File: src/rtl/ptx_pkg.sv
package ptx_pkg;

  typedef enum logic [1:0] {
    ST_IDLE    = 2'd0,
    ST_FETCH   = 2'd1,
    ST_CHECK   = 2'd2,
    ST_RESPOND = 2'd3
  } ptx_state_e;

  typedef enum logic [1:0] {
    FLT_NONE   = 2'b00,
    FLT_ABSENT = 2'b01,
    FLT_ACCESS = 2'b10,
    FLT_PRIV   = 2'b11
  } ptx_fault_e;

endpackage

File: src/rtl/ptx_base_reg.sv
module ptx_base_reg #(
  parameter int MA_W = 32
) (
  input  logic            clk,
  input  logic            rst_n,
  input  logic            wr_en,
  input  logic            idle,
  input  logic [MA_W-1:0] wr_data,
  output logic [MA_W-1:0] base_q
);

  always_ff @(posedge clk) begin
    if (!rst_n) begin
      base_q <= '0;
    end else if (wr_en && idle) begin
      base_q <= wr_data;
    end
  end

endmodule

File: src/rtl/ptx_perm_check.sv
module ptx_perm_check
  import ptx_pkg::*;
#(
  parameter int PA_W    = 24,
  parameter int PG_BITS = 12,
  parameter int PTE_W   = 32
) (
  input  logic [PTE_W-1:0]   pte,
  input  logic               is_write,
  input  logic               is_user,
  input  logic [PG_BITS-1:0] offset,
  output ptx_fault_e         fault,
  output logic [PA_W-1:0]    paddr
);

  localparam int PPN_W   = PA_W - PG_BITS;
  localparam int BIT_V   = PTE_W - 1;
  localparam int BIT_R   = PTE_W - 2;
  localparam int BIT_W   = PTE_W - 3;
  localparam int BIT_S   = PTE_W - 4;
  localparam int RSV_LO  = PPN_W;
  localparam int RSV_HI  = PTE_W - 5;

  logic pres, may_rd, may_wr, sup_only;
  logic [PPN_W-1:0] ppn;

  assign pres     = pte[BIT_V];
  assign may_rd   = pte[BIT_R];
  assign may_wr   = pte[BIT_W];
  assign sup_only = pte[BIT_S];
  assign ppn      = pte[PPN_W-1:0];

  generate
    if (RSV_HI >= RSV_LO) begin : g_rsv
      logic unused_rsv;
      assign unused_rsv = ^pte[RSV_HI:RSV_LO];
    end
  endgenerate

  always_comb begin
    if (!pres) begin
      fault = FLT_ABSENT;
    end else if (is_user && sup_only) begin
      fault = FLT_PRIV;
    end else if (is_write && !may_wr) begin
      fault = FLT_ACCESS;
    end else if (!is_write && !may_rd) begin
      fault = FLT_ACCESS;
    end else begin
      fault = FLT_NONE;
    end
  end

  always_comb begin
    if (fault == FLT_NONE) begin
      paddr = {ppn, offset};
    end else begin
      paddr = '0;
    end
  end

endmodule

File: src/rtl/ptx_walker.sv
module ptx_walker
  import ptx_pkg::*;
#(
  parameter int VA_W    = 32,
  parameter int PA_W    = 24,
  parameter int PG_BITS = 12,
  parameter int PTE_W   = 32,
  parameter int MA_W    = 32
) (
  input  logic               clk,
  input  logic               rst_n,
  input  logic [MA_W-1:0]    base,
  input  logic               hold_off,
  input  logic               req_valid,
  output logic               req_ready,
  input  logic [VA_W-1:0]    req_vaddr,
  input  logic               req_write,
  input  logic               req_user,
  output logic               mem_rd_req,
  output logic [MA_W-1:0]    mem_rd_addr,
  input  logic               mem_rd_valid,
  input  logic [PTE_W-1:0]   mem_rd_data,
  output logic [PTE_W-1:0]   pte_q,
  output logic [PG_BITS-1:0] off_q,
  output logic               write_q,
  output logic               user_q,
  input  ptx_fault_e         fault_in,
  input  logic [PA_W-1:0]    paddr_in,
  output logic               rsp_valid,
  input  logic               rsp_ready,
  output logic [PA_W-1:0]    rsp_paddr,
  output logic [1:0]         rsp_fault,
  output logic               idle
);

  localparam int VPN_W     = VA_W - PG_BITS;
  localparam int PTE_BYTES = PTE_W / 8;
  localparam int PTE_SHIFT = $clog2(PTE_BYTES);

  ptx_state_e       state_q, state_d;
  logic [MA_W-1:0]  ent_addr_q;
  logic [MA_W-1:0]  vpn_ext;
  logic [MA_W-1:0]  ent_addr_d;
  logic [PA_W-1:0]  paddr_q;
  ptx_fault_e       fault_q;
  logic             accept;

  assign idle      = (state_q == ST_IDLE);
  assign req_ready = idle && !hold_off;
  assign accept    = req_valid && req_ready;

  assign vpn_ext    = MA_W'(req_vaddr[VA_W-1:PG_BITS]);
  assign ent_addr_d = base + (vpn_ext << PTE_SHIFT);

  always_comb begin
    state_d = state_q;
    unique case (state_q)
      ST_IDLE:    if (accept)       state_d = ST_FETCH;
      ST_FETCH:   if (mem_rd_valid) state_d = ST_CHECK;
      ST_CHECK:                     state_d = ST_RESPOND;
      ST_RESPOND: if (rsp_ready)    state_d = ST_IDLE;
      default:                      state_d = ST_IDLE;
    endcase
  end

  always_ff @(posedge clk) begin
    if (!rst_n) begin
      state_q    <= ST_IDLE;
      ent_addr_q <= '0;
      off_q      <= '0;
      write_q    <= 1'b0;
      user_q     <= 1'b0;
      pte_q      <= '0;
      paddr_q    <= '0;
      fault_q    <= FLT_NONE;
    end else begin
      state_q <= state_d;
      if (accept) begin
        ent_addr_q <= ent_addr_d;
        off_q      <= req_vaddr[PG_BITS-1:0];
        write_q    <= req_write;
        user_q     <= req_user;
      end
      if (state_q == ST_FETCH && mem_rd_valid) begin
        pte_q <= mem_rd_data;
      end
      if (state_q == ST_CHECK) begin
        paddr_q <= paddr_in;
        fault_q <= fault_in;
      end
    end
  end

  assign mem_rd_req  = (state_q == ST_FETCH);
  assign mem_rd_addr = ent_addr_q;
  assign rsp_valid   = (state_q == ST_RESPOND);
  assign rsp_paddr   = paddr_q;
  assign rsp_fault   = fault_q;

  logic unused_vpn_w;
  assign unused_vpn_w = (VPN_W > 0);

endmodule

File: src/rtl/pt_xlate_unit.sv
module pt_xlate_unit
  import ptx_pkg::*;
#(
  parameter int VA_W    = 32,
  parameter int PA_W    = 24,
  parameter int PG_BITS = 12,
  parameter int PTE_W   = 32,
  parameter int MA_W    = 32
) (
  input  logic               clk,
  input  logic               rst_n,
  input  logic               base_wr_en,
  input  logic [MA_W-1:0]    base_wr_data,
  input  logic               req_valid,
  output logic               req_ready,
  input  logic [VA_W-1:0]    req_vaddr,
  input  logic               req_write,
  input  logic               req_user,
  output logic               mem_rd_req,
  output logic [MA_W-1:0]    mem_rd_addr,
  input  logic               mem_rd_valid,
  input  logic [PTE_W-1:0]   mem_rd_data,
  output logic               rsp_valid,
  input  logic               rsp_ready,
  output logic [PA_W-1:0]    rsp_paddr,
  output logic [1:0]         rsp_fault
);

  logic [MA_W-1:0]    base_q;
  logic               idle_w;
  logic               busy;
  logic [PTE_W-1:0]   pte_w;
  logic [PG_BITS-1:0] off_w;
  logic               write_w, user_w;
  ptx_fault_e         fault_w;
  logic [PA_W-1:0]    paddr_w;

  assign busy = !idle_w;

  ptx_base_reg #(.MA_W(MA_W)) u_base (
    .clk     (clk),
    .rst_n   (rst_n),
    .wr_en   (base_wr_en),
    .idle    (idle_w),
    .wr_data (base_wr_data),
    .base_q  (base_q)
  );

  ptx_walker #(
    .VA_W(VA_W), .PA_W(PA_W), .PG_BITS(PG_BITS), .PTE_W(PTE_W), .MA_W(MA_W)
  ) u_walk (
    .clk          (clk),
    .rst_n        (rst_n),
    .base         (base_q),
    .hold_off     (base_wr_en),
    .req_valid    (req_valid),
    .req_ready    (req_ready),
    .req_vaddr    (req_vaddr),
    .req_write    (req_write),
    .req_user     (req_user),
    .mem_rd_req   (mem_rd_req),
    .mem_rd_addr  (mem_rd_addr),
    .mem_rd_valid (mem_rd_valid),
    .mem_rd_data  (mem_rd_data),
    .pte_q        (pte_w),
    .off_q        (off_w),
    .write_q      (write_w),
    .user_q       (user_w),
    .fault_in     (fault_w),
    .paddr_in     (paddr_w),
    .rsp_valid    (rsp_valid),
    .rsp_ready    (rsp_ready),
    .rsp_paddr    (rsp_paddr),
    .rsp_fault    (rsp_fault),
    .idle         (idle_w)
  );

  ptx_perm_check #(
    .PA_W(PA_W), .PG_BITS(PG_BITS), .PTE_W(PTE_W)
  ) u_perm (
    .pte      (pte_w),
    .is_write (write_w),
    .is_user  (user_w),
    .offset   (off_w),
    .fault    (fault_w),
    .paddr    (paddr_w)
  );

endmodule

File: config.mk
export PLATFORM = sky130hd
export DESIGN_NAME = pt_xlate_unit
export DESIGN_NICKNAME = d
export VERILOG_FILES = /design/src/rtl/ptx_pkg.sv /design/src/rtl/ptx_base_reg.sv /design/src/rtl/ptx_perm_check.sv /design/src/rtl/ptx_walker.sv /design/src/rtl/pt_xlate_unit.sv
export SDC_FILE = /design/constraint.sdc
export NUM_CORES = 1
export LEC_CHECK = 0
export BUFFER_PORTS_ARGS = -buffer_cell sky130_fd_sc_hd__buf_2
export CORE_MARGIN = 1
export CORE_UTILIZATION = 42
export DETAILED_ROUTE_END_ITERATION = 8
export PLACE_DENSITY = 0.79
export SLEW_MARGIN = 20
export SYNTH_ARGS = -nofsm -noshare
export SYNTH_HDL_FRONTEND = slang
export SYNTH_SLANG_ARGS = --single-unit
File: constraint.sdc
create_clock -name clk -period 3.6 [get_ports clk]
set_input_delay 1.08 -clock clk [delete_from_list [all_inputs] [get_ports clk]]
set_output_delay 1.08 -clock clk [all_outputs]
set_load 0.02 [all_outputs]
==> impl_summary.txt <==
----------------------------------------------------
[Global route]
  Global-route wire length before repair ... 22710 µm
  Vias in the first global route ... 4728
  Overall routing resource usage ... roughly 22%
  Leftover overflow at the end of global routing ... 0
  Initial antenna violation count ... 0
  Maximum number of pins on one net before global-route repair ... 94

[Critical path]
  Data required time at the worst endpoint ... just under 4000 ps
  Arrival @ worst endpoint ... between 3000 and 4000 ps
  RR Startpoint ... u_base.base_q[2]$_SDFFE_PN0P_
  Crit path kind ... in -> reg
  Critical path peak fanout ... 7
  Register-to-register path setup slack ... ~1000 ps
  Reg2reg path depth ... 10
  Reg-to-reg critical path endpoint ... u_walk.mem_rd_addr[16]$_SDFFE_PN0P_
  Worst-path cell chain ... buf_2 -> ha_1 -> nand2_1 -> nor3_1 -> inv_1 -> a211oi_2 -> o21bai_2 -> or3_1 -> a31oi_1
  Buffer and inverter count on the worst path ... 2
  Setup crit start kind ... input port
  Slowest cell on the critical path ... sky130_fd_sc_hd__a211oi_2
  Crit-path leading delay family ... simple AND/OR/NAND/NOR gates
  Slowest cell delay on critical path ... about 450 ps
  Category of the worst setup path capture point ... register

[Floorplan]
  Horiz. Die Dim ... 115.7 µm
  Std cell rows ... between 40 and 50
  Initial Utilization ... 43.05%
  I/O pins ... 165
  Core region area ... ~0.013 mm²
  Die Height ... roughly 120 µm
  Full die area ... about 0.013 mm²

[Synthesis]
  Post-synth EDFFs ... 0
  Synth Area in Compound Gates ... between 20% and 30%
  Warning count from the yosys run ... 0
  XOR/XNOR share of the synthesized area ... 2.741%
  Post-synth top cells ... sky130_fd_sc_hd__nand2_1, sky130_fd_sc_hd__dfxtp_1, sky130_fd_sc_hd__a21oi_1
  Dominant combinational cell family by area after synthesis ... compound AO/OA/AOI/OAI gates
  Async set-reset flop share out of synthesis ... 0%
  Yosys reg bits ... 122
  Adder-cell share of the synthesized area ... roughly 6.1%
  Mux contribution to synthesized area ... less than 1%
  Proportion of synthesized chip area in sequential cells ... 44.96%
  Cell types with the largest area share after synthesis ... sky130_fd_sc_hd__dfxtp_1, sky130_fd_sc_hd__nand2_1, sky130_fd_sc_hd__a21oi_1, sky130_fd_sc_hd__ha_1, sky130_fd_sc_hd__nor2_1
  Post-synthesis area per instance ... between 7 and 8 µm²
  Syn Std Cell Area ... around 0.0054 mm²
  Commonest register cell after synthesis ... sky130_fd_sc_hd__dfxtp_1
  Area share of the largest cell type after synthesis ... 44.96%
  Synth Net Count ... 814
  Netlist cell types ... 50
  Cell type contributing the most total cell area after synthesis ... sky130_fd_sc_hd__dfxtp_1
  Simple-gate share of the synthesized area ... 20.24%
  Most instantiated library cell after synthesis ... sky130_fd_sc_hd__nand2_1
  Cell count after synthesis ... approximately 680

[Power and ir drop]
  Worst IR Drop VDD ... approximately 280 µV
  Comb power frac ... between 20% and 30%
  Share of total power in the clock network ... 35.2%
  Net Sw Power ... approximately 1.5 mW
  Seq pwr share ... 38.1%
  Internal Pwr Total ... roughly 2.8 mW
  Power per cell area ... around 630 mW/mm²
  Power after layout ... between 4 and 5 mW
  Leakage power total ... 2.924 nW
  Switching Fraction ... 34.58%

[Clocking]
  Number of buffers inserted by hold repair at cts ... 0
  Clock network latency to the later pin of the worst-skew pair ... approximately 420 ps
  Number of clock buffers inserted by TritonCTS ... 17
  H-tree levels ... 4
  Maximum clock insertion buffer count ... 2
  Clock slew at reported path FFs ... roughly 60 ps
  TritonCTS clock tree ... done
  Number of buffers added for setup after CTS ... 0
  Number of instances resized during post-cts repair ... 0
  Buffer type at the clock tree root ... sky130_fd_sc_hd__clkbuf_16
  Num Clock Sinks ... about 120

[Routing]
  Via density per instance ... between 5 and 6
  Final wirelength ... 14170 µm
  First-iteration detailed-routing DRC count ... around 500
  Routed length per placed instance ... 14.06 µm
  Detailed-routing iteration count for the pre-antenna-repair pass ... 5
  Drc violations ... 0
  Remaining antenna violation count ... 0
  Vias after detailed routing ... between 5000 and 6000

[Final layout]
  Final net count ... 952
  Signed area change from the synthesized netlist to the final layout ... 26.16%
  Number of fill cells ... ~1200
  Layout cells sized above 1 ... around 23%
  Final Util ... around 54%

[Timing]
  Post-layout worst setup margin ... around 600 ps
  FMAX ... between 0.3 and 0.4 GHz
  Count of pins over their slew limit ... 0
  Shortest period the worst path allows ... about 3000 ps
  Post-route fraction of the period consumed by the critical path ... slightly above 80%
  Number of endpoints failing setup at the final stage ... 0
  Unrepaired setup endpoints after global routing ... no
  Hold Vio Cnt, Final ... 0
  Least-Margin Pin Slew ... 771.3 ps
  Total negative slack for setup checks ... 0 ps
  Final setup skew ... roughly 10 ps
  Slew HR ... a little under 50%

[Placed design]
  Worst setup timing slack at the placement stage ... between 200 and 250 ps
  PortBufs ... between 100 and 150
  Final weighted congestion in routability-driven placement ... just over 0.9
  HPWL after detailed placement ... slightly below 10000 µm

[Job]
  Count of max-cap constraint violations ... 0

[Worst hold path]
  Hold path depth ... 2
  Source of the worst hold timing path ... u_walk.mem_rd_addr[20]$_SDFFE_PN0P_
  Class of the worst hold path ... reg -> reg
  Hold EP ... u_walk.mem_rd_addr[20]$_SDFFE_PN0P_

[Outcome]
  Status ... completed

----------------------------------------------------
==> routing by layer <==
metal	part of all wire (%)	track usage, %	vias to the layer above
met5	0	0	-
met4	2.1	9.829	0
met3	4.1	4.707	20
met2	48	35.21	150
met1	46	28.22	2388
li1	-	-	2629
==> area by class of cell <==
cell class,instances,area (µm²),share of cell area [%]
Multi-Input combinational cell,507,2780,40.56
Sequential cell,122,2442,35.63
Timing Repair Buffer,157,820.8,11.98
Clock buffer,18,429.2,6.261
Tap cell,172,215.2,3.140
Clock inverter,14,100.1,1.460
Inverter,17,63.81,0.9310
Antenna cell,1,2.502,0.03651
==> power by group through the flow <==
| stage | registers [mW] | logic (mW) | clock network (mW) |
|---|---|---|---|
| after floorplan | 1.72 | 0.742 | 0 |
| after global placement | 1.66 | 1.12 | 0 |
| after detailed placement | 1.66 | 1.14 | 0 |
| after CTS | 1.64 | 1.15 | 1.54 |
| after global routing | 1.66 | 1.29 | 1.61 |
| final | 1.64 | 1.15 | 1.51 |
==> placed cells by master (no fill, tap or decap), types with 8 or more instances in the layout <==
cell type and instances:
sky130_fd_sc_hd__inv_1 16, sky130_fd_sc_hd__o211ai_1 8, sky130_fd_sc_hd__o21ai_0 28, sky130_fd_sc_hd__dfxtp_1 122
sky130_fd_sc_hd__nor2b_1 9, sky130_fd_sc_hd__a21oi_1 105, sky130_fd_sc_hd__buf_4 8, sky130_fd_sc_hd__nand2_1 166
sky130_fd_sc_hd__nor2_1 51, sky130_fd_sc_hd__nand3_1 17, sky130_fd_sc_hd__buf_2 148, sky130_fd_sc_hd__a22oi_1 21
sky130_fd_sc_hd__xnor2_1 11, sky130_fd_sc_hd__clkbuf_16 17, sky130_fd_sc_hd__ha_1 25
==> sequential cells by signal, indices dropped and copies added, names as in the netlist <==
register            count
u_base.base_q          32
u_walk.mem_rd_addr     32
u_walk.off_q           12
u_walk.pte_q           16
u_walk.rsp_fault        2
u_walk.rsp_paddr       24
u_walk.state_q          2
u_walk.user_q           1
u_walk.write_q          1
==> how the worst max path moves through the flow <==
stage / startpoint / end / slack (ps) / cells past startpoint
global placement: req_vaddr[12] / u_walk.mem_rd_addr[16]$_SDFFE_PN0P_ / 250 / 11
detailed placement: req_vaddr[12] / u_walk.mem_rd_addr[16]$_SDFFE_PN0P_ / 220 / 11
floorplan: req_vaddr[12] / u_walk.mem_rd_addr[16]$_SDFFE_PN0P_ / 510 / 10
finish: req_vaddr[29] / u_walk.mem_rd_addr[31]$_SDFFE_PN0P_ / 610 / 9
global route: req_vaddr[29] / u_walk.mem_rd_addr[31]$_SDFFE_PN0P_ / 460 / 9
CTS: req_vaddr[12] / u_walk.mem_rd_addr[16]$_SDFFE_PN0P_ / 630 / 11
==> kinds of logic after synthesis <==
group                    count (synthesis)
AO/OA/AOI/OAI                          197
XOR/XNOR                                17
adder cells (fa/ha/maj)                 26
buffers and inverters                   55
flip-flops                             122
multiplexers                             2
AND/OR/NAND/NOR                        265
==> metrics by stage <==
step	area, µm²	cells	hold slack [ps]
3_5_place_dp	6322	975	437.0
4_1_cts	6852	1007	450.0
6_report	6854	1008	450.7
5_1_grt	6852	1007	466.4
2_1_floorplan	5433	684	432.1
3_3_place_gp	6322	975	435.4
==> tightest hold or removal path: cells and delay by family (launching register included) <==
kind / cells / cell delay (ps)
AND/OR/NAND/NOR: 1 / 40
AO/OA/AOI/OAI: 1 / 50
flip-flops: 1 / 320
Power figures use the tool's default switching activity.
